File: config.mk
export PLATFORM = sky130hd
export DESIGN_NAME = cmp_irq_ctrl
export DESIGN_NICKNAME = d
export VERILOG_FILES = /design/src/rtl/cmp_irq_pkg.sv /design/src/rtl/cmp_sync.sv /design/src/rtl/cmp_edge_det.sv /design/src/rtl/cmp_flag_ctrl.sv /design/src/rtl/cmp_irq_ctrl.sv
export SDC_FILE = /design/constraint.sdc
export NUM_CORES = 1
export LEC_CHECK = 0
export BUFFER_PORTS_ARGS = -buffer_cell sky130_fd_sc_hd__buf_2
export CAP_MARGIN = 10
export CORE_AREA = 2 2 39 41
export DETAILED_ROUTE_END_ITERATION = 6
export DIE_AREA = 0 0 41 43
export GPL_ROUTABILITY_DRIVEN = 0
export HOLD_SLACK_MARGIN = 0.03
export REMOVE_ABC_BUFFERS = 1
export SYNTH_ARGS = -nofsm -noshare
export SYNTH_HDL_FRONTEND = slang
export SYNTH_SLANG_ARGS = --single-unit
File: constraint.sdc
create_clock -name clk -period 1.3 [get_ports clk]
set_input_delay 0.13 -clock clk [delete_from_list [all_inputs] [get_ports clk]]
set_output_delay 0.13 -clock clk [all_outputs]
set_load 0.02 [all_outputs]
File: src/rtl/cmp_irq_pkg.sv
package cmp_irq_pkg;
   typedef enum logic [1:0] {
      MODE_ANY  = 2'b00,
      MODE_RSV  = 2'b01,
      MODE_FALL = 2'b10,
      MODE_RISE = 2'b11
   } cmp_mode_e;

   localparam int FLD_CAP  = 2;
   localparam int FLD_IE   = 3;
   localparam int FLD_FLAG = 4;
   localparam int FLD_LVL  = 5;
   localparam int FLD_MIN_W = FLD_LVL + 1;
endpackage

File: src/rtl/cmp_sync.sv
module cmp_sync #(
   parameter int STAGES = 2
) (
   input  logic clk,
   input  logic rst_n,
   input  logic d_i,
   output logic q_o
);
   if (STAGES < 2) begin : g_bad_stages
      $error("cmp_sync: STAGES must be at least 2");
   end

   logic [STAGES-1:0] chain_q;

   for (genvar s = 0; s < STAGES; s++) begin : g_stage
      always_ff @(posedge clk or negedge rst_n) begin
         if (!rst_n) chain_q[s] <= 1'b0;
         else if (s == 0) chain_q[s] <= d_i;
         else chain_q[s] <= chain_q[(s > 0) ? s-1 : 0];
      end
   end

   assign q_o = chain_q[STAGES-1];
endmodule

File: src/rtl/cmp_edge_det.sv
module cmp_edge_det
   import cmp_irq_pkg::*;
(
   input  logic      clk,
   input  logic      rst_n,
   input  logic      lvl_i,
   input  cmp_mode_e mode_i,
   output logic      evt_o
);
   logic prev_q;
   logic rise, fall;

   always_ff @(posedge clk or negedge rst_n) begin
      if (!rst_n) prev_q <= 1'b0;
      else        prev_q <= lvl_i;
   end

   assign rise = lvl_i & ~prev_q;
   assign fall = ~lvl_i & prev_q;

   always_comb begin
      unique case (mode_i)
         MODE_ANY:  evt_o = rise | fall;
         MODE_FALL: evt_o = fall;
         MODE_RISE: evt_o = rise;
         default:   evt_o = 1'b0;
      endcase
   end

   AST_RSV_QUIET: assert property (@(posedge clk) disable iff (!rst_n)
      (mode_i == MODE_RSV) |-> !evt_o);
   AST_EDGE_NEEDS_CHANGE: assert property (@(posedge clk) disable iff (!rst_n)
      evt_o |-> (lvl_i != prev_q));
endmodule

File: src/rtl/cmp_flag_ctrl.sv
module cmp_flag_ctrl (
   input  logic clk,
   input  logic rst_n,
   input  logic evt_i,
   input  logic w1c_i,
   input  logic ack_i,
   input  logic ie_i,
   input  logic gie_i,
   output logic flag_o,
   output logic irq_o
);
   logic flag_q;

   always_ff @(posedge clk or negedge rst_n) begin
      if (!rst_n)              flag_q <= 1'b0;
      else if (evt_i)          flag_q <= 1'b1;
      else if (w1c_i || ack_i) flag_q <= 1'b0;
   end

   assign flag_o = flag_q;
   assign irq_o  = flag_q & ie_i & gie_i;

   AST_EVT_WINS: assert property (@(posedge clk) disable iff (!rst_n)
      evt_i |=> flag_q);
   AST_ACK_CLEARS: assert property (@(posedge clk) disable iff (!rst_n)
      (ack_i && !evt_i) |=> !flag_q);
   AST_W1C_CLEARS: assert property (@(posedge clk) disable iff (!rst_n)
      (w1c_i && !evt_i) |=> !flag_q);
   AST_FLAG_SOURCE: assert property (@(posedge clk) disable iff (!rst_n)
      $rose(flag_q) |-> $past(evt_i));
endmodule

File: src/rtl/cmp_irq_ctrl.sv
module cmp_irq_ctrl
   import cmp_irq_pkg::*;
#(
   parameter int REG_W       = 8,
   parameter int SYNC_STAGES = 2
) (
   input  logic             clk,
   input  logic             rst_n,
   input  logic             cmp_i,
   input  logic             wr_en_i,
   input  logic [REG_W-1:0] wr_data_i,
   output logic [REG_W-1:0] rd_data_o,
   input  logic             gie_i,
   input  logic             irq_ack_i,
   output logic             irq_o,
   output logic             cap_trig_o
);
   if (REG_W < FLD_MIN_W) begin : g_bad_width
      $error("cmp_irq_ctrl: REG_W too small for the field layout");
   end

   cmp_mode_e mode_q;
   logic      cap_q, ie_q;
   logic      lvl, evt, flag, w1c;
   logic      unused_wr_bits;

   always_ff @(posedge clk or negedge rst_n) begin
      if (!rst_n) begin
         mode_q <= MODE_ANY;
         cap_q  <= 1'b0;
         ie_q   <= 1'b0;
      end else if (wr_en_i) begin
         mode_q <= cmp_mode_e'(wr_data_i[1:0]);
         cap_q  <= wr_data_i[FLD_CAP];
         ie_q   <= wr_data_i[FLD_IE];
      end
   end

   assign w1c            = wr_en_i & wr_data_i[FLD_FLAG];
   assign unused_wr_bits = ^wr_data_i[REG_W-1:FLD_LVL];

   cmp_sync #(.STAGES(SYNC_STAGES)) u_sync (
      .clk(clk), .rst_n(rst_n), .d_i(cmp_i), .q_o(lvl)
   );

   cmp_edge_det u_edge (
      .clk(clk), .rst_n(rst_n), .lvl_i(lvl), .mode_i(mode_q), .evt_o(evt)
   );

   cmp_flag_ctrl u_flag (
      .clk(clk), .rst_n(rst_n), .evt_i(evt), .w1c_i(w1c), .ack_i(irq_ack_i),
      .ie_i(ie_q), .gie_i(gie_i), .flag_o(flag), .irq_o(irq_o)
   );

   always_comb begin
      rd_data_o           = '0;
      rd_data_o[1:0]      = mode_q;
      rd_data_o[FLD_CAP]  = cap_q;
      rd_data_o[FLD_IE]   = ie_q;
      rd_data_o[FLD_FLAG] = flag;
      rd_data_o[FLD_LVL]  = lvl;
   end

   assign cap_trig_o = cap_q & lvl;

   AST_CAP_OFF: assert property (@(posedge clk) disable iff (!rst_n)
      !cap_q |-> !cap_trig_o);
   AST_IRQ_NEEDS_GIE: assert property (@(posedge clk) disable iff (!rst_n)
      irq_o |-> (gie_i && rd_data_o[FLD_FLAG]));
endmodule

### Word-level counts from Yosys, hierarchy flattened

Cells that the tools add are included.

* logic and storage cells: 24
* output and inout bits: 10
* register bits after elaboration: 8
* input port bits: 14

* equal/unequal tests: 2
* bitwise operators: 9
* multiplexer cells: 3
* reduce and logical (&&, ||, !) cells: 3

Operators by type and width (count)
* 1-bit bitwise AND: 6
* 2-bit equality test, second input constant: 2
* 1-bit one-hot mux with 3 select lines: 1
* 2-bit zero test: 1
* 1-bit 2-to-1 mux: 2
* 1-bit NOT: 2
* 2-bit nonzero test: 1
* 1-bit logical OR: 1
* 1-bit OR: 1

### Longest topological paths before layout

* word-level depth: 5
* depth in mapped cells: 5
* depth with buffers taken out: 5

### By module

From an unflattened synthesis, not the netlist that was laid out.

* cell total of the unflattened synthesis: 32
* area, all modules: 395.4 um^2

By module, submodules not included
* cmp_irq_ctrl: instances 1, area each 207.7 um^2, cells an instance 17
* cmp_edge_det: instances 1, area each 95.1 um^2, cells an instance 9
* cmp_sync: instances 1, area each 50.0 um^2, cells an instance 2
* cmp_flag_ctrl: instances 1, area each 42.5 um^2, cells an instance 4

### Worst setup path after synthesis

Ideal clock, no wire load.

* path type: reg-to-reg
* start: register u_sync.chain_q[1], in the netlist u_sync.q_o
* end: register u_flag.flag_q, in the netlist u_flag.flag_o
* data arrival time: 0.954 ns
* buffers on the path: 0
* slack: 0.260 ns
* clock period less this slack: 1.040 ns
* stages on the path, launching flop included: 6
* path through: dfrtp_1 > inv_1 > ha_1 > nor2_1 > a21oi_1 > o211ai_1

* word-level cells in the longest chain between the ends: 5
* elaborated cells on any way between the ends: 7
* those cells by class: mux: 2; bitwise: 4; reduce/logical: 1

RTL lines
* start, declared: RTL line cmp_sync.sv:13 `logic [STAGES-1:0] chain_q;`
* start signal, assigned by index: RTL line cmp_sync.sv:18 `else if (s == 0) chain_q[s] <= d_i;`
* start signal, assigned by index: RTL line cmp_sync.sv:19 `else chain_q[s] <= chain_q[(s > 0) ? s-1 : 0];`
* 1-bit NOT: RTL line cmp_edge_det.sv:19 `assign fall = ~lvl_i & prev_q;`
* 1-bit bitwise AND: RTL line cmp_edge_det.sv:19
* 1-bit OR: RTL line cmp_edge_det.sv:23 `MODE_ANY: evt_o = rise | fall;`
* 1-bit one-hot mux with 3 select lines *: RTL line cmp_edge_det.sv:22 `unique case (mode_i)`
* 1-bit 2-to-1 mux / 2-bit nonzero test (equally long branches)
* end signal, assigned: RTL line cmp_flag_ctrl.sv:15 `if (!rst_n) flag_q <= 1'b0;`
* end signal, assigned: RTL line cmp_flag_ctrl.sv:16 `else if (evt_i) flag_q <= 1'b1;`
* end signal, assigned: RTL line cmp_flag_ctrl.sv:17 `else if (w1c_i || ack_i) flag_q <= 1'b0;`
* end, declared: RTL line cmp_flag_ctrl.sv:12 `logic flag_q;`

Every way passes the cells marked *; elsewhere a longest branch is shown, timed or not.
A chain may end at the register's enable or synchronous reset.

### Final worst setup path

Same ends and word-level chain as after synthesis.

==> results by group <==
Status
  • Status: finished, final reports clean

Clock network
  • CTS Buffer Depth: 2
  • Worst skew pair latency: 0.25 ns
  • TritonCTS clock tree: built
  • CTS buffer count: 3
  • Worst-path clk slew: 0.06 ns
  • Clock Sinks: 8
  • Htree depth: 1
  • Root Buffer: clkbuf_4

Route
  • Wire per inst: 9.37 microns
  • Met2 wire len: 294 microns
  • Antenna viol nets, final: 0
  • Detailed Route WL: 609 microns
  • Highest Signal Layer: met3
  • Pre-antenna DRT Iters: 4
  • Metal1 wirelength: 232 microns
  • Vias per std cell: 4.31
  • Drt initial violations: 5
  • Detail Route met3 WL: 82 microns
  • Vias: 280
  • DRC: 0

Worst setup path
  • Critical Path RT: 1.47 ns
  • Critical path depth: 5
  • Max incr delay on CP: 0.40 ns
  • Worst Reg-to-Reg Cells: 5
  • Crit path kind: reg -> reg
  • Critical path endpoint category: register
  • CP Cell Sequence: inv_1, ha_1, nor2_1, a21oi_1, o211ai_1
  • Startpoint types: register
  • CP Max Fanout: 5
  • WP data arrival: 1.26 ns
  • Crit-path slowest cell: dfrtp_1
  • CP delay by family, top: flip-flops
  • Worst Path Buf+Inv: 1

Global route
  • Gr usage total: 9.43%
  • Vias in the first global route: 244
  • Grt ovf: 0
  • Largest net degree at the start of global routing: 9
  • Initial antenna violation count: 0
  • First-pass GRT wire length: 993 microns

Finish
  • Nets: 67
  • Layout Cells excl Fill: 65
  • Layout cell share with drive strength beyond 1: 51.0%
  • Fillers: 141
  • Ant diodes: 0
  • Synth-to-layout area growth: 30.0%
  • Design area: 483 sq um
  • Final Core Density: 34.9%

Logic synthesis
  • Netlist Area Pre-Place: 372 sq um
  • Area leader, netlist: dfrtp_1
  • Area share of the largest cell type after synthesis: 53.9%
  • Synth top cells by count: 8 x dfrtp_1, 6 x buf_4, 4 x mux2_2, 2 x ha_1, 2 x inv_1
  • Sequential share of the synthesized area: 53.9%
  • Largest cells by area after synthesis: dfrtp_1 54%, buf_4 12%, mux2_2 12%, ha_1 6.7%, inv_1 2.0%
  • Cells after Synth: 31
  • Synth Flop Type: dfrtp_1
  • Post-synth EDFFs: 0
  • Netlist cell types: 14
  • Synthesized area per cell: 12.0 sq um
  • Most numerous cell in the Yosys netlist: dfrtp_1
  • Synth warn: 0
  • Ys async rst share: 100%
  • Register bit total from synthesis: 8

Power and ir drop
  • Peak VDD IR: 0.000628 V
  • Pint: 0.429 mW
  • Gate power share: 19.7%
  • Reg power frac: 48.9%
  • Clock share of power: 31.4%
  • Switching Share: 27.3%
  • P_sw: 0.161 mW
  • Power per cell area: 1220 nW/um^2
  • Pleak: 0.256 nW

Place
  • Placed instance area: 440 sq um
  • Number of port buffers: 18
  • Placed Instances: 60

Timing
  • Min cycle time layout: 1.09 ns
  • Fin. Hold Viols: 0
  • Fin. max-slew vios: 0
  • Final Setup Violations: 0
  • Fin Setup TNS: 0 ns
  • Setup Skew: 0.00656 ns
  • Highest clock rate: 916 MHz
  • RSZ-0062 raised after global routing: no
  • Final period util: 83.9%

Floorplan
  • Die extent in y: 43 microns
  • Starting Density: 26.9%
  • Die Area: 1760 sq um
  • # IOs: 24
  • CORE AREA: 1380 sq um
  • Die Wd: 41 microns
  • Site Rows: 14

Min path
  • Hold Path Cell Cnt: 2
  • Tightest Hold Check Type: in -> reg

Job
  • Max-cap violations: 0
[flip-flops by register name, summed over array words and instances, names as in the netlist]
signal / cells
mode_q: 2
ie_q: 1
cap_q: 1
u_edge.prev_q: 1
u_sync.chain_q: 1
u_sync.q_o: 1
u_flag.flag_o: 1
[power by group through the flow]
stage	sequential, mW	combinational (mW)	clock, mW
floorplan	0.316	0.0403	0
global placement	0.293	0.112	0
detailed placement	0.294	0.113	0
CTS	0.289	0.118	0.197
global route	0.293	0.128	0.211
finish	0.289	0.116	0.185
[cell type report]
type	count	area (sq um)	share of cell area, %
flip-flops and latches	8	200	41.5
repair buffers	20	110	22.8
inverters	2	7.51	1.55
well taps	16	20.0	4.15
multi-input cells	16	123	25.4
clock buffers	3	22.5	4.66
[worst paths after layout]
path,start,to,slack (ns)
max,u_sync.q_o$_DFF_PN0_,u_flag.flag_o$_DFFE_PN0P_,0.21
min,wr_data_i[3],ie_q$_DFFE_PN0P_,0.11
max reg2reg,u_sync.q_o$_DFF_PN0_,u_flag.flag_o$_DFFE_PN0P_,0.21
min reg2reg,u_sync.chain_q[0]$_DFF_PN0_,u_sync.q_o$_DFF_PN0_,0.35
max in group asynchronous,rst_n,u_sync.q_o$_DFF_PN0_,0.90
min in group asynchronous,rst_n,ie_q$_DFFE_PN0P_,0.24
[placed cells by master, fill, tap and decap left out]
cell type,instances
ha_1,2
mux2_2,4
inv_1,2
dlygate4sd3_1,2
conb_1,2
nand3_1,1
and2_1,1
nand3b_1,1
nor2_1,1
clkbuf_4,3
o211ai_1,1
and3_1,1
a21oi_1,1
buf_2,18
dfrtp_1,8
nand2_1,1
[stage by stage]
step | hold WS [ns] | setup WS (ns) | total power [mW]
after floorplan | -0.166 | 0.127 | 0.357
after global placement | -0.0167 | 0.219 | 0.405
after detailed placement | -0.0174 | 0.190 | 0.407
after CTS | 0.0980 | 0.193 | 0.604
after global routing | 0.0979 | 0.113 | 0.631
final | 0.108 | 0.209 | 0.590
[what timing repair did]
item / 4_1_cts / 5_1_grt
resized for setup: 0 / 0
hold endpoints to repair: 9 / 0
setup endpoints to repair: 0 / 0
hold buffers: 2 / 0
setup buffers: 0 / 0
[kinds of logic after synthesis]
| family | Yosys count | synth area share (%) |
|---|---|---|
| mux | 4 | 12.1 |
| compound gates | 2 | 3.37 |
| fa+ha+maj | 2 | 6.73 |
| buf+inv | 8 | 14.1 |
| simple gates | 6 | 8.75 |
| other cells | 1 | 1.01 |
| flops | 8 | 53.9 |
[per-layer routing]
layer,vias to the layer above,track usage [%]
li1,134,-
met1,127,8.31
met2,19,12.8
met3,0,9.42
met4,0,6.00
met5,-,0
(Power assumes the default switching activity.)
